==> config.mk <==
export PLATFORM = sky130hd
export DESIGN_NAME = nest_prio_ctrl
export DESIGN_NICKNAME = d
export VERILOG_FILES = /design/src/rtl/nest_prio_ctrl.sv
export SDC_FILE = /design/constraint.sdc
export NUM_CORES = 1
export LEC_CHECK = 0
export ABC_AREA = 1
export BUFFER_PORTS_ARGS = -buffer_cell sky130_fd_sc_hd__buf_4
export CAP_MARGIN = 20
export CELL_PAD_IN_SITES_DETAIL_PLACEMENT = 0
export CELL_PAD_IN_SITES_GLOBAL_PLACEMENT = 1
export CORE_ASPECT_RATIO = 0.9
export CORE_UTILIZATION = 35
export CTS_CLUSTER_DIAMETER = 40
export CTS_CLUSTER_SIZE = 25
export DETAILED_ROUTE_END_ITERATION = 16
export GPL_TIMING_DRIVEN = 1
export PLACE_DENSITY_LB_ADDON = 0.1
export SLEW_MARGIN = 40
export SYNTH_ARGS = -nofsm -noshare
export SYNTH_HDL_FRONTEND = slang
export SYNTH_SLANG_ARGS = --single-unit
==> constraint.sdc <==
create_clock -name clk -period 5.15 [get_ports clk]
set_clock_uncertainty 0.15 [all_clocks]
set_input_delay 0 -clock clk [delete_from_list [all_inputs] [get_ports clk]]
set_output_delay 0 -clock clk [all_outputs]
set_load 0.01 [all_outputs]
==> src/rtl/nest_prio_ctrl.sv <==
module nest_prio_ctrl #(
  parameter int NSRC = 4,
  localparam int VW = $clog2(NSRC + 1),
  localparam int IW = (NSRC > 1) ? $clog2(NSRC) : 1
) (
  input  logic              clk,
  input  logic              rst_n,
  input  logic [NSRC-1:0]   req_i,
  input  logic [2*NSRC-1:0] prio_i,
  input  logic              en_op,
  input  logic              dis_op,
  input  logic              ret_op,
  input  logic              pop_op,
  input  logic              trap_op,
  input  logic [1:0]        stk_field,
  output logic              take_pulse,
  output logic [VW-1:0]     take_vec,
  output logic [1:0]        lvl_field,
  output logic              lvl_is3
);

  // field <-> level mapping is its own inverse
  function automatic logic [1:0] xlat(input logic [1:0] v);
    return {~(v[1] ^ v[0]), v[0]};
  endfunction

  logic [1:0]      lvl_q;
  logic [NSRC-1:0] held;
  logic [1:0]      frz [NSRC];
  logic [1:0]      eff [NSRC];
  logic            svc_v;
  logic [IW-1:0]   svc_i;

  logic [1:0]    rank;
  logic          best_v, re_hit;
  logic [1:0]    best_p, re_p;
  logic [IW-1:0] best_i;

  for (genvar g = 0; g < NSRC; g++) begin : g_eff
    assign eff[g] = held[g] ? frz[g] : prio_i[2*g +: 2];
  end

  assign lvl_field = lvl_q;
  assign lvl_is3   = &lvl_q;

  always_comb begin
    rank   = xlat(lvl_q);
    best_v = 1'b0;
    best_p = 2'd0;
    best_i = '0;
    for (int i = NSRC - 1; i >= 0; i--) begin
      if (req_i[i] && eff[i] > rank && (!best_v || eff[i] >= best_p)) begin
        best_v = 1'b1;
        best_p = eff[i];
        best_i = IW'(i);
      end
    end
    re_hit = 1'b0;
    re_p   = 2'd0;
    for (int i = 0; i < NSRC; i++) begin
      if (svc_v && svc_i == IW'(i) && held[i] && req_i[i] &&
          prio_i[2*i +: 2] > frz[i] && prio_i[2*i +: 2] > rank) begin
        re_hit = 1'b1;
        re_p   = prio_i[2*i +: 2];
      end
    end
  end

  always_ff @(posedge clk) begin
    if (!rst_n) begin
      lvl_q      <= 2'b11;
      take_pulse <= 1'b0;
      take_vec   <= '0;
      held       <= '0;
      svc_v      <= 1'b0;
      svc_i      <= '0;
      for (int i = 0; i < NSRC; i++) frz[i] <= 2'd0;
    end else begin
      take_pulse <= 1'b0;
      held       <= held & req_i;
      if (trap_op) begin
        take_pulse <= 1'b1;
        take_vec   <= VW'(NSRC);
        lvl_q      <= 2'b11;
      end else if (ret_op) begin
        lvl_q <= stk_field;
        svc_v <= 1'b0;
      end else if (pop_op) begin
        lvl_q <= stk_field;
      end else if (dis_op) begin
        lvl_q <= 2'b11;
      end else if (en_op) begin
        lvl_q <= 2'b10;
      end else if (re_hit) begin
        take_pulse <= 1'b1;
        take_vec   <= VW'(svc_i);
        lvl_q      <= xlat(re_p);
        frz[svc_i] <= re_p;
      end else if (best_v) begin
        take_pulse   <= 1'b1;
        take_vec     <= VW'(best_i);
        lvl_q        <= xlat(best_p);
        held[best_i] <= 1'b1;
        frz[best_i]  <= best_p;
        svc_v        <= 1'b1;
        svc_i        <= best_i;
      end
    end
  end

endmodule

-- Word-level counts from Yosys, hierarchy flattened
Memories as Yosys holds them, arrays and structs flattened.
Index checks and enable logic that the tools add are counted.
- bits in registers: 13
- memory bits (writable): 8
- input bits: 21
- output and inout bits: 7
- logic and storage cells: 180
- memories kept: 1
- memories (name ; words ; width ; rd ports ; clocked after memory_dff ; write ports ; RTL line ; source):
    frz ; 4 ; 2 ; 4 ; 0 ; 4 ; 29 ; logic [1:0] frz [NSRC];
- magnitude comparators: 17
- equality and inequality tests: 11
- muxes and demuxes: 82
- bitwise operators: 15
- reduce and logical (&&, ||, !) cells: 47
- operators with widths (operator ; number):
    $mux W2 ; 26
    $mux W1 ; 41
    $logic_and A1 B1 Y1 ; 28
    $mux W4 ; 7
    $gt A2 B2 Y1 ; 12
    $mux W3 ; 7
    $ne A2 B1 Y1 const B ; 6
    $not A1 Y1 ; 10
    $reduce_and A5 Y1 ; 2
    $reduce_and A7 Y1 ; 1
    $ge A2 B2 Y1 ; 3
    $reduce_and A6 Y1 ; 1
    $reduce_bool A6 Y1 ; 1
    $reduce_or A2 Y1 ; 3
    $and A4 B4 Y4 ; 1
    $eq A2 B2 Y1 const B ; 2
    $ne A2 B2 Y1 const B ; 2
    $or A4 B4 Y4 ; 1
    $reduce_bool A2 Y1 ; 2
    $logic_not A1 Y1 ; 3
    $logic_or A1 B1 Y1 ; 3
    $lt A2 B3 Y1 const B ; 1
    $reduce_bool A3 Y1 ; 1
    $xor A1 B1 Y1 ; 3
    other kinds (5) ; 5

-- Logic depth before layout (Yosys ltp)
- depth after elaboration: 29
- gate-level depth with buffers: 39
- mapped depth without buffers: 39

-- Least setup slack after synthesis
No wires, ideal clock.
- kind: reg-to-reg
- from: reg lvl_q[0] (netlist: lvl_field[0])
- to: mem frz[3][0], enable pin
- library setup time: 0.309 ns
- arrival: 4.325 ns
- data required time: 4.691 ns
- setup slack: 0.366 ns
- cell stages (with the launch flop): 32
- buffers on the path: 0
- cells stage by stage: dfxtp_1 > ha_1 > ha_1 > nand2_1 > nand2_1 > a21oi_1 > nand2_1 > ha_1 > a21oi_1 > nand2_1 > nand3b_1 > nand2_1 > ha_1 > inv_1 > nand2_1 > a21oi_1 > nand2_1 > nand2_1 > or2_1 > nand2_1 > ha_1 > inv_1 > nand2_1 > a21oi_1 > nand2_1 > nand2_2 > nand3_1 > inv_1 > nand2_2 > o21ai_2 > o21ai_1 > nor2_1
- RTL lines (item ; RTL line ; source):
    start: declaration ; 27 ; logic [1:0] lvl_q;
    start signal: assignment ; 86 ; lvl_q <= stk_field;
    start signal: assignment ; 89 ; lvl_q <= stk_field;
    start signal: assignment ; 97 ; lvl_q <= xlat(re_p);
    end: declaration ; 29 ;

==> impl_metrics.csv <==
group,metric,value,unit
power_and_ir_drop,p_leak,1.50,nW
floorplanning,dieArea,7070,µm²
layout,final_area,2940,µm²
global_routing,grt_max_degree,12,
floorplanning,die_w,88.5,µm
placement,number_of_i_o_port_buffers,27,
placement,place_ws,0.147,ns
setup_path,source_of_the_critical_timing_path,"lvl_field[0]",
setup_path,rr_worst_depth,33,
cts,cts_tree,"yes",
setup_path,worst_setup_start_kind,"flip-flop",
sta,setup_viol,0,
placement,placed_area,2680,µm²
floorplanning,floorplan.rows,27,
min_path,holdPathEnd,"lvl_field[1]",
sta,final_min_period,4.74,ns
drt,drt.antenna.violating_nets,0,
run_status,outcome,"complete, no violations",
synth,part_of_the_yosys_area_used_for_sequential_elements,0.212,
floorplanning,initial_utilization,0.373,
global_routing,antenna_found_initial,0,
layout,final_nets,459,
setup_path,critPathMaxFanout,8,
synth,postSynth.topFlopCell,"sky130_fd_sc_hd__dfxtp_1",
placement,placedCellCount,473,
drt,drtPass1Iterations,6,
setup_path,critical_path.reg2reg.endpoint,"frz[2][0]",
cts,cts.path.max_buffers,2,
min_path,hold_path_class,"in -> reg",
setup_path,reg2reg_slack,0.41,ns
sta,fin_crit_sh,0.920,
sta,finalSetupTns,0,ns
placement,place_congestion,0.836,
setup_path,slowest_delay,0.35,ns
min_path,hold_depth,9,
floorplanning,ioPinCount,28,
setup_path,path_common_cell,"sky130_fd_sc_hd__nand2_1",
synth,postSynthNetCount,410,
cts,clock-sinks,21,
setup_path,worst-endpoint-required,5.01,ns
synth,ys.warnings.count,0,
setup_path,crit_path_end_kind,"flip-flop",
cts,cts_bufs_inserted,3,
cts,insertion_delay,0.27,ns
layout,antenna-diode-count,0,
sta,timing.slew.headroom,0.618,
floorplanning,floorplan.core_area,6320,µm²
sta,postLayoutSetupSlackWorst,0.411,ns
layout,layout-drive-gt1-share,0.219,
job,max_cap_violations,0,
setup_path,critPathTopFamily,"simple AND/OR/NAND/NOR gates",
synth,synth.lib_cells_used.distinct,37,
setup_path,timing.rr.start,"lvl_field[0]",
global_routing,total_grt_overflow,0,
layout,layoutNonFillerInstCount,493,
synth,async_flop_share,0,
synth,postSynthCellCount,358,
drt,drc_errors,0,
placement,final_hpwl_from_detailed_placement,5.23,mm
power_and_ir_drop,max-vdd-ir-drop,0.000105,V
global_routing,grt_pass1_vias,2122,
sta,tightestPinTransition,0.568,ns
synth,synth.cell_area,2360,µm²
setup_path,critPathArrivalTime,4.60,ns
synth,synthesis.area_per_instance,6.59,µm²
global_routing,gr-usage-all-layers,0.192,
drt,avgViaCountPerCell,4.67,
sta,worst_hold_slack,0.228,ns
cts,clock_tree.htree_level_count,1,
sta,report.final.slew_viol_count,0,
setup_path,path_buf_inv,4,
setup_path,critical-path-slowest-cell,"sky130_fd_sc_hd__a22oi_1",
global_routing,global_route_wire_length_before_repair,10.2,mm
drt,routed_wl,6.36,mm
drt,vias,2302,
drt,dr_iter_0_viols,90,
power_and_ir_drop,power.density,164,nW/µm²
layout,areaGrowthSynthToFinish,24.8,%
drt,wire_per_inst,12.9,µm
sta,achievable-frequency,0.211,GHz
setup_path,criticalPathCategory,"reg -> reg",
cts,clk_transition_reported_paths,0.08,ns
cts,ctsRootBufferMaster,"sky130_fd_sc_hd__clkbuf_8",
synth,ys_ff_latch,21,
synth,synth_edf_count,8,
min_path,worst_hold_startpoint,"prio_i[7]",
floorplanning,vertical_die_dimension,79.9,µm
sta,hold_violations,0,
[cells by family (layout without fill, tap and decap cells)]
logic type,Yosys count,after routing,share of synthesized area
DFF,21,21,0.212
AOI/OAI and AO/OA,51,51,0.124
buffers and inverters,71,119,0.116
adders and majority gates,31,31,0.164
and+or+nand+nor,184,184,0.384
[final cells by class]
type	count	area [µm²]
Inverter	70	268
Timing Repair Buffer	45	375
Multi-Input combinational cell	266	1640
Fill cell	665	3370
Sequential cell	21	504
Tap cell	87	109
Clock buffer	4	45.0
[layer usage]
| metal | wire length (µm) | vias up | track usage |
|---|---|---|---|
| met3 | 134 | 5 | 0.0124 |
| met5 | 0 | - | 0 |
| met1 | 3350 | 1010 | 0.275 |
| li1 | - | 1250 | - |
| met2 | 2830 | 37 | 0.315 |
| met4 | 50 | 0 | 0.0419 |
[cells in the mapped netlist, types with 2 or more instances]
cell | count | area (µm²)
sky130_fd_sc_hd__nand2_4 | 3 | 33.8
sky130_fd_sc_hd__a22oi_1 | 2 | 15.0
sky130_fd_sc_hd__dfxtp_1 | 13 | 260
sky130_fd_sc_hd__o21ai_0 | 11 | 55.1
sky130_fd_sc_hd__nand2_2 | 8 | 50.1
sky130_fd_sc_hd__nand3_2 | 4 | 40.0
sky130_fd_sc_hd__o21ai_2 | 3 | 26.3
sky130_fd_sc_hd__nor2_2 | 4 | 25.0
sky130_fd_sc_hd__a21oi_1 | 27 | 135
sky130_fd_sc_hd__ha_1 | 31 | 388
sky130_fd_sc_hd__nor2_1 | 27 | 101
sky130_fd_sc_hd__nand2_1 | 94 | 353
sky130_fd_sc_hd__inv_2 | 9 | 33.8
sky130_fd_sc_hd__edfxtp_1 | 8 | 240
sky130_fd_sc_hd__inv_1 | 59 | 221
sky130_fd_sc_hd__nand3_1 | 28 | 140
sky130_fd_sc_hd__nor3_1 | 3 | 15.0
sky130_fd_sc_hd__a31oi_1 | 2 | 12.5
sky130_fd_sc_hd__nand4_1 | 2 | 12.5
sky130_fd_sc_hd__nand3b_1 | 2 | 15.0
sky130_fd_sc_hd__nor2_4 | 2 | 22.5
[worst reg2reg max path, delay by kind of cell, from the launching register on]
family | cells | cell delay (ns)
flip-flops | 1 | 0.34
adder cells (fa/ha/maj) | 5 | 1.29
AND/OR/NAND/NOR | 20 | 1.79
buffers and inverters | 4 | 0.21
AO/OA/AOI/OAI | 4 | 0.70
[power by group]
part	leakage (nW)	total, mW	switching (mW)	internal [mW]
sequential	0.188	0.181	0.00359	0.177
combinational	1.29	0.189	0.114	0.0752
clock	0.0228	0.114	0.0589	0.0553
[sequential cells by signal (all words and copies together) (netlist names)]
signal	count
svc_i	2
lvl_field	2
take_pulse	1
held	4
frz	8
take_vec	3
svc_v	1
[timing repair]
| action | 4_1_cts | 5_1_grt |
|---|---|---|
| endpoints found under the hold margin | 17 | 0 |
| hold buffers | 15 | 0 |
| setup endpoints to repair | 0 | 18 |
| buffers inserted | 0 | 1 |
| gates resized for setup | 0 | 17 |
[through the flow]
stage,utilization,total power [mW]
floorplan,-,0.300
global placement,0.424,0.354
detailed placement,0.424,0.353
CTS,0.455,0.476
global route,0.466,0.521
finish,0.466,0.484
[worst max-delay path by stage]
stage,end,cells after the start,slack [ns]
floorplan,frz[3][0],31,0.37
global placement,frz[3][1],35,0.14
detailed placement,frz[3][1],35,0.15
CTS,frz[3][0],35,0.12
global route,frz[1][0],33,-0.02
finish,frz[2][0],33,0.41
[layout by cell type, fill, tap and decap left out, drive strengths merged]
cell type,synthesis,layout
a21boi,1,1
a21oi,28,28
nand3,33,33
dlygate4sd3,0,15
nor3,3,3
nand2,105,105
nand4,3,3
o21ai,15,15
a31oi,2,2
buf,1,30
inv,69,69
or2,3,3
clkinv,1,1
clkbuf,0,4
dfxtp,13,13
o21bai,1,1
nand3b,3,3
ha,31,31
o22ai,2,2
edfxtp,8,8
nor2,34,34
a22oi,2,2
(Power assumes the default switching activity.)
